<file path="config.mk">
export PLATFORM = sky130hd
export DESIGN_NAME = fp_rename_table
export DESIGN_NICKNAME = d
export VERILOG_FILES = /design/src/rtl/rnt_pkg.sv /design/src/rtl/rnt_slot.sv /design/src/rtl/rnt_lookup.sv /design/src/rtl/fp_rename_table.sv
export SDC_FILE = /design/constraint.sdc
export NUM_CORES = 2
export LEC_CHECK = 0
export BUFFER_PORTS_ARGS = -buffer_cell sky130_fd_sc_hd__buf_2
export CELL_PAD_IN_SITES_DETAIL_PLACEMENT = 1
export CELL_PAD_IN_SITES_GLOBAL_PLACEMENT = 1
export CORE_ASPECT_RATIO = 1.5
export CORE_UTILIZATION = 48
export CTS_CLUSTER_SIZE = 25
export DETAILED_ROUTE_END_ITERATION = 16
export HOLD_SLACK_MARGIN = 0.12
export PLACE_DENSITY = 0.81
export SLEW_MARGIN = 30
export SYNTH_ARGS = -nofsm -noshare
export SYNTH_HDL_FRONTEND = slang
export SYNTH_HIERARCHICAL = 1
export SYNTH_SLANG_ARGS = --single-unit
</file>
<file path="constraint.sdc">
create_clock -name clk -period 3.4 [get_ports clk]
set_input_delay 0.34 -clock clk [delete_from_list [all_inputs] [get_ports clk]]
set_output_delay 0.34 -clock clk [all_outputs]
set_load 0.005 [all_outputs]
</file>
<file path="src/rtl/rnt_pkg.sv">
package rnt_pkg;

    // How a source operand lookup was resolved.
    typedef enum logic [1:0] {
        SRC_READY   = 2'd0,
        SRC_FORWARD = 2'd1,
        SRC_PENDING = 2'd2
    } src_kind_e;

endpackage

</file>
<file path="src/rtl/rnt_slot.sv">
module rnt_slot #(
    parameter int unsigned DATA_W = 64,
    parameter int unsigned TAG_W  = 4
) (
    input  logic              clk,
    input  logic              rst_n,
    input  logic              dst_hit,
    input  logic [TAG_W-1:0]  issue_tag,
    input  logic              bus_valid,
    input  logic [TAG_W-1:0]  bus_tag,
    input  logic [DATA_W-1:0] bus_data,
    output logic [DATA_W-1:0] value_q,
    output logic [TAG_W-1:0]  tag_q
);

    typedef struct packed {
        logic [DATA_W-1:0] value;
        logic [TAG_W-1:0]  tag;
    } slot_t;

    slot_t s_d, s_q;
    logic  bus_hit;

    always_comb begin
        bus_hit = bus_valid && (bus_tag != '0) && (bus_tag == s_q.tag);
        s_d     = s_q;
        if (bus_hit) begin
            s_d.value = bus_data;
            s_d.tag   = '0;
        end
        if (dst_hit) begin
            s_d.tag = issue_tag;
        end
    end

    always_ff @(posedge clk) begin
        if (!rst_n) begin
            s_q <= '0;
        end else begin
            s_q <= s_d;
        end
    end

    assign value_q = s_q.value;
    assign tag_q   = s_q.tag;

    // a rename always lands the issuing tag
    a_r4_rename_lands: assert property (@(posedge clk) disable iff (!rst_n)
        dst_hit |=> (tag_q == $past(issue_tag)));

    // a matching broadcast fills the value and frees the slot
    a_r5_bus_fill: assert property (@(posedge clk) disable iff (!rst_n)
        (bus_valid && bus_tag != '0 && bus_tag == tag_q && !dst_hit)
        |=> (tag_q == '0) && (value_q == $past(bus_data)));

    // a broadcast and a rename in one cycle keep the new tag
    a_r8_rename_wins: assert property (@(posedge clk) disable iff (!rst_n)
        (bus_valid && bus_tag != '0 && bus_tag == tag_q && dst_hit)
        |=> (value_q == $past(bus_data)) && (tag_q != '0 || $past(issue_tag) == '0));

    // no matching broadcast and no rename leaves the slot alone
    a_r7_idle_hold: assert property (@(posedge clk) disable iff (!rst_n)
        (!dst_hit && !(bus_valid && bus_tag != '0 && bus_tag == tag_q))
        |=> $stable(tag_q) && $stable(value_q));

endmodule

</file>
<file path="src/rtl/rnt_lookup.sv">
module rnt_lookup
    import rnt_pkg::*;
#(
    parameter int unsigned NREG   = 8,
    parameter int unsigned DATA_W = 64,
    parameter int unsigned TAG_W  = 4,
    localparam int unsigned IDX_W = $clog2(NREG)
) (
    input  logic                        clk,
    input  logic                        rst_n,
    input  logic [IDX_W-1:0]            sel_idx,
    input  logic [NREG-1:0][DATA_W-1:0] reg_vals,
    input  logic [NREG-1:0][TAG_W-1:0]  reg_tags,
    input  logic                        bus_valid,
    input  logic [TAG_W-1:0]            bus_tag,
    input  logic [DATA_W-1:0]           bus_data,
    output logic [DATA_W-1:0]           out_val,
    output logic [TAG_W-1:0]            out_tag
);

    src_kind_e         kind;
    logic [TAG_W-1:0]  sel_tag;
    logic [DATA_W-1:0] sel_val;

    always_comb begin
        sel_tag = reg_tags[sel_idx];
        sel_val = reg_vals[sel_idx];
        if (sel_tag == '0) begin
            kind = SRC_READY;
        end else if (bus_valid && bus_tag == sel_tag) begin
            kind = SRC_FORWARD;
        end else begin
            kind = SRC_PENDING;
        end
        unique case (kind)
            SRC_READY: begin
                out_val = sel_val;
                out_tag = '0;
            end
            SRC_FORWARD: begin
                out_val = bus_data;
                out_tag = '0;
            end
            default: begin
                out_val = '0;
                out_tag = sel_tag;
            end
        endcase
    end

    // a pending operand never carries a value
    a_r3_pending_no_value: assert property (@(posedge clk) disable iff (!rst_n)
        (out_tag != '0) |-> (out_val == '0));

    // a tag being broadcast now is never reported as pending
    a_r10_no_stale_tag: assert property (@(posedge clk) disable iff (!rst_n)
        (bus_valid && out_tag != '0) |-> (out_tag != bus_tag));

endmodule

</file>
<file path="src/rtl/fp_rename_table.sv">
module fp_rename_table #(
    parameter int unsigned NREG   = 8,
    parameter int unsigned DATA_W = 64,
    parameter int unsigned TAG_W  = 4,
    localparam int unsigned IDX_W = $clog2(NREG)
) (
    input  logic              clk,
    input  logic              rst_n,
    input  logic              issue_valid,
    input  logic [IDX_W-1:0]  src_a_idx,
    input  logic [IDX_W-1:0]  src_b_idx,
    input  logic [IDX_W-1:0]  dst_idx,
    input  logic [TAG_W-1:0]  issue_tag,
    input  logic              bus_valid,
    input  logic [TAG_W-1:0]  bus_tag,
    input  logic [DATA_W-1:0] bus_data,
    output logic [DATA_W-1:0] opnd_a_val,
    output logic [TAG_W-1:0]  opnd_a_tag,
    output logic [DATA_W-1:0] opnd_b_val,
    output logic [TAG_W-1:0]  opnd_b_tag
);

    logic [NREG-1:0][DATA_W-1:0] reg_vals;
    logic [NREG-1:0][TAG_W-1:0]  reg_tags;
    logic [NREG-1:0]             dst_hit;

    for (genvar g = 0; g < NREG; g++) begin : g_slot
        assign dst_hit[g] = issue_valid && (dst_idx == IDX_W'(g));

        rnt_slot #(
            .DATA_W (DATA_W),
            .TAG_W  (TAG_W)
        ) u_slot (
            .clk       (clk),
            .rst_n     (rst_n),
            .dst_hit   (dst_hit[g]),
            .issue_tag (issue_tag),
            .bus_valid (bus_valid),
            .bus_tag   (bus_tag),
            .bus_data  (bus_data),
            .value_q   (reg_vals[g]),
            .tag_q     (reg_tags[g])
        );
    end

    rnt_lookup #(
        .NREG   (NREG),
        .DATA_W (DATA_W),
        .TAG_W  (TAG_W)
    ) u_look_a (
        .clk       (clk),
        .rst_n     (rst_n),
        .sel_idx   (src_a_idx),
        .reg_vals  (reg_vals),
        .reg_tags  (reg_tags),
        .bus_valid (bus_valid),
        .bus_tag   (bus_tag),
        .bus_data  (bus_data),
        .out_val   (opnd_a_val),
        .out_tag   (opnd_a_tag)
    );

    rnt_lookup #(
        .NREG   (NREG),
        .DATA_W (DATA_W),
        .TAG_W  (TAG_W)
    ) u_look_b (
        .clk       (clk),
        .rst_n     (rst_n),
        .sel_idx   (src_b_idx),
        .reg_vals  (reg_vals),
        .reg_tags  (reg_tags),
        .bus_valid (bus_valid),
        .bus_tag   (bus_tag),
        .bus_data  (bus_data),
        .out_val   (opnd_b_val),
        .out_tag   (opnd_b_tag)
    );

    // at most one status entry is renamed per cycle, none when idle
    a_r12_single_rename: assert property (@(posedge clk) disable iff (!rst_n)
        $onehot0(dst_hit) && (!issue_valid -> dst_hit == '0));

    // the same-cycle rename is not seen by the source lookup
    a_r9_pre_rename: assert property (@(posedge clk) disable iff (!rst_n)
        (issue_valid && src_a_idx == dst_idx && reg_tags[dst_idx] == '0)
        |-> (opnd_a_tag == '0));

endmodule

</file>
After elaboration in Yosys (flattened, before gate mapping)
Cells that the tools add are included.

operators by class
  order comparisons = 2
  eq/ne operators = 19
  muxes and demuxes = 32
  reduce and logical (&&, ||, !) cells = 35

operators by type and width
  kind                count
  $bmux 64 s3         2
  $pmux 64 s2         2
  $mux 64             2
  $mux 4              20
  $eq 4x4->1          10
  $bmux 4 s3          2
  $logic_and 1x1->1   19
  $reduce_bool 2->1   8
  $eq 3x3->1 const B  4
  $logic_not 4->1     2
  $lt 3x4->1 const B  2
  $mux 2              4
  $eq 3x2->1 const B  2
  $eq 2x1->1 const B  2
  $logic_not 2->1     2
  $reduce_bool 4->1   1
  $reduce_or 2->1     2
  $eq 3x1->1 const B  1
  $logic_not 3->1     1

word-level totals
  flip-flop bits (word level) = 544
  input bits = 85

Longest topological paths before layout
  depth in word-level cells = 9
  depth in mapped cells = 8
  mapped depth without buffers = 5

Modules after synthesis
Netlist, hierarchy kept.

by module, submodules not included
  module           instances  cells an instance  area an instance (sq um)
  rnt_slot         8          301                2731.4
  rnt_lookup       2          410                4922.2
  fp_rename_table  1          8                  96.3

Worst setup path before layout
OpenSTA, ideal clock, no wires.

  path type = input to output
  start = in src_a_idx[0]
  end = out opnd_a_val[10]
  arrival = 2283 ps
  required time = 3060 ps
  path slack = 777 ps
  stages on the path = 8
  cells stage by stage = buf_4 -> mux4_2 -> mux2i_4 -> mux2i_1 -> clkbuf_1 -> clkbuf_1 -> nand3_1 -> o22ai_1

on the way
  word-level cells in the longest chain between the ends = 8
  elaborated cells on any way between the ends = 12
  classes of those cells = eq/ne: 2; mux: 7; reduce/logical: 3

RTL lines
  element                                        line                   RTL
  from (decl)                                    fp_rename_table.sv:10  input logic [IDX_W-1:0] src_a_idx,
  $bmux 4 s3                                     rnt_lookup.sv:26       sel_tag = reg_tags[sel_idx];
  $mux 4 (implied by the code)                   rnt_lookup.sv:26
  $eq 4x4->1                                     rnt_lookup.sv:30       end else if (bus_valid && bus_tag == sel_tag) begin
  $logic_and 1x1->1                              rnt_lookup.sv:30
  $mux 2                                         rnt_lookup.sv:30
  $mux 2                                         rnt_lookup.sv:28       if (sel_tag == '0) begin
  $eq 2x1->1 or $logic_not 2->1 (tied branches)  rnt_lookup.sv:35       unique case (kind)
  $pmux 64 s2 *                                  rnt_lookup.sv:35
  to (decl)                                      fp_rename_table.sv:17  output logic [DATA_W-1:0] opnd_a_val,

Every way passes the cells marked *; elsewhere a longest branch is shown, timed or not. The select of a mux whose other input is x is not followed.

Worst setup path after layout
  start = reg g_slot[0].u_slot.s_q, in the netlist g_slot[0].u_slot/tag_q[3]
  end = out opnd_a_val[39]

on the way
  word-level cells in the longest chain between the ends = 8
  elaborated cells on any way between the ends = 10
  classes of those cells = eq/ne: 2; mux: 5; reduce/logical: 3

RTL lines
  element                                        line              RTL
  from (decl)                                    rnt_slot.sv:21    slot_t s_d, s_q;
  from (signal assigned)                         rnt_slot.sv:38    s_q <= '0;
  from (signal assigned)                         rnt_slot.sv:40    s_q <= s_d;
  $bmux 4 s3 *                                   rnt_lookup.sv:26
  $mux 4 (implied by the code) *                 rnt_lookup.sv:26
  $eq 4x4->1                                     rnt_lookup.sv:30
  $logic_and 1x1->1                              rnt_lookup.sv:30
  $mux 2                                         rnt_lookup.sv:30
  $mux 2 *                                       rnt_lookup.sv:28
  $eq 2x1->1 or $logic_not 2->1 (tied branches)  rnt_lookup.sv:35
  $pmux 64 s2 *                                  rnt_lookup.sv:35

Marks and branches as above.

==> results.cfg <==
[routing]
num_vias = 26900
antenna_left = 0
viasPerCell = 6.27
drcViolationCount = 0
finalWirelength_um = 112000
drt-pass1-iter-count = 5
avgRoutedWirePerCell_um = 26.2
drt_iter0_markers = 1800

[synth]
synth_top_area_share_pct = 34.3
synth_area_um2 = 31800
ys_warn_count = 6
avgSynthCellArea_um2 = 9.82
synth_edf_count = 0
synth_seq_area_share_pct = 34.3
ys_seq_elements = 544
synth_ff_type = dfxtp_1
yosys.cell_types.count = 32
synth.area.top_cells = dfxtp_1, mux2i_1, mux4_2
synth_top_area_cell = dfxtp_1
synthArstFlopShare_pct = 0
syn-num-nets = 3321
synthCells = 3236

[die]
fp.dieW_um = 212
die_area_um2 = 67300
ios = 221
die_height_um = 317
coreArea_um2 = 65500
start_util_pct = 48.6
row_count = 115

[global_routing]
gr-total-overflow = 0
grt_pass1_wl_um = 165000
antenna_found_initial = 2
grt_max_degree = 126
grtUsageTotal_pct = 32.1
first_global_vias = 28700

[sta]
fin_ws_ns = -0.0435
drv_slew = 0
hold_viol_final = 0
setup_viol = 4
worst_pin_slew_ns = 0.934
fmax_ghz = 0.290
min_period_over_period_pct = 101
fin_crit_ns = 3.44
rsz0062_at_grt = true
finClkSkew_ns = 0.0178
relSlewSlack_pct = 37.8

[critical_path]
cp-start-kind = register
rrSetupSlack_ns = 1.23
path_max_fanout = 64
critical-path-top-delay-family = multiplexers
required_ns = 3.06
path_buf_inv = 2
worst_r2r_path_depth = 5
worstSetupPathType = register to primary output
crit_chain = mux4_2 -> mux2i_4 -> nand2_1 -> o311ai_4 -> buf_12 -> o22ai_1 -> buf_2
slowest_stage = mux4_2
timing.rr.end = g_slot[1].u_slot/value_q[40]$_SDFFE_PN0P_
worstSetupEndpointType = primary output
crit_arrival_ns = 3.10
max_stage_delay_ns = 0.51
crit_path_start = g_slot[0].u_slot/tag_q[3]$_SDFFE_PN0P_
timing.rr.start = g_slot[1].u_slot/tag_q[1]$_SDFFE_PN0P_

[cells_and_area]
antenna_cells = 0
post-route-util_pct = 55.6
syn_to_final_growth_pct = 14.6
nets = 3453
fin_area_um2 = 36400
fillers = 7156
layout-drive-gt1-share_pct = 20.8

[worst_hold_path]
hold_path_end = g_slot[6].u_slot/value_q[0]$_SDFFE_PN0P_
min_path_type = input port to register
hold_path_depth = 3
hp-start = rst_n

[power]
ir_worst_vdd_mv = 0.346
p_total_mw = 14.8
power_density_nw_per_um2 = 406
power_leakage_nw = 13.1

[clock_tree]
clkSinkCount = 544
numCtsBuffers = 54
clkTransAtPathRegs_ns = 0.07
clk_latency_ns = 0.61
cts_tree = done
clock-root-buffer = clkbuf_16
cts.htree.levels = 2
cts_buffer_depth = 3

[status]
status = complete, but fails checks
violations = negative setup slack

[placement]
placed_cell_area_um2 = 33600
port_buffers = 220
dpl.hpwl_um = 67200
gp_congestion = 0.833

[flow_run]
drv_cap = 0
## per-layer routing
metal | global-route usage, % | vias to the layer above | share of wire, % | wire length, um
met1 | 35.2 | 13700 | 36 | 40900
li1 | - | 11800 | - | -
met4 | 19.7 | 4 | 6.4 | 7190
met3 | 4.01 | 370 | 5.1 | 5720
met5 | 0 | - | 0.021 | 23
met2 | 58.7 | 985 | 52 | 58300
## cells in the mapped netlist (10+ instances only)
cell / n
and2_1: 10
buf_2: 64
buf_4: 18
buf_6: 32
clkbuf_1: 176
dfxtp_1: 544
mux2i_1: 642
mux4_2: 272
nand2_1: 1052
nand2b_1: 10
nand3_1: 136
nor2_1: 16
o22ai_1: 128
o2bb2ai_1: 24
xor2_1: 18
## per-stage QoR
stage               cells  TNS (ns)  worst slack (ns)  hold WS (ns)
floorplan            3236         0             0.777         0.441
global placement     4101         0             0.426         0.448
detailed placement   4101         0             0.376         0.461
CTS                  4273         0            0.0139         0.251
global route         4287    -0.606           -0.0531         0.302
finish               4287   -0.0734           -0.0435         0.261
## how the worst max path moves through the flow
stage / cells past startpoint / end
floorplan: 8 / opnd_a_val[10]
global placement: 8 / opnd_b_val[39]
detailed placement: 9 / opnd_a_val[10]
CTS: 8 / opnd_a_val[10]
global route: 9 / opnd_b_val[40]
finish: 7 / opnd_a_val[39]
## state kept, by name (all words and copies together), names as in the netlist
register and count:
g_slot.u_slot/tag_q 32, g_slot.u_slot/value_q 512
## where the power goes
group	total [mW]	internal [mW]	leakage [nW]	switching [mW]
clock	6.21	3.52	0.881	2.69
sequential	6.55	6.47	4.39	0.0809
combinational	2.03	0.743	7.82	1.28
total	14.8	10.7	13.1	4.05
## final cells by class
type / count / area (um2) / share of cell area [%]
clock buffer: 80 / 1620 / 4.45
timing repair buffer: 380 / 3120 / 8.55
multi-input combinational: 2388 / 19500 / 53.6
sequential: 544 / 10900 / 29.9
tap: 877 / 1100 / 3.01
clock inverter: 18 / 185 / 0.508
## worst min-delay path: stages
cell and delay (ns):
buf_8 0.25, nand2_1 0.16, mux2i_1 0.05
## cells by family (layout without fill, tap and decap cells)
| family | Yosys count | after routing | synth area share [%] |
|---|---|---|---|
| simple gates | 1258 | 1258 | 15.9 |
| mux | 922 | 922 | 40.0 |
| flops | 544 | 544 | 34.3 |
| buf+inv | 304 | 478 | 4.84 |
| compound gates | 178 | 178 | 4.01 |
| xor+xnor | 30 | 30 | 0.921 |
## cell usage in the layout (no fill, tap or decap), types with 38 or more instances in the layout
cell,netlist,layout
nand3_1,136,136
nand2_1,1052,1052
mux2i_1,642,640
clkbuf_16,0,59
dfxtp_1,544,544
buf_2,64,213
mux4_2,272,272
dlygate4sd3_1,0,68
buf_12,0,38
buf_4,18,44
o22ai_1,128,124
## what timing repair did
item,CTS,global route
setup endpoints to repair,43,46
cloned,1,4
endpoints found under the hold margin,496,0
hold buffers,68,0
gates resized for setup,3,10
buffers inserted,5,10
pin swaps,0,0
Note: power is estimated with default switching activity, not from simulation.
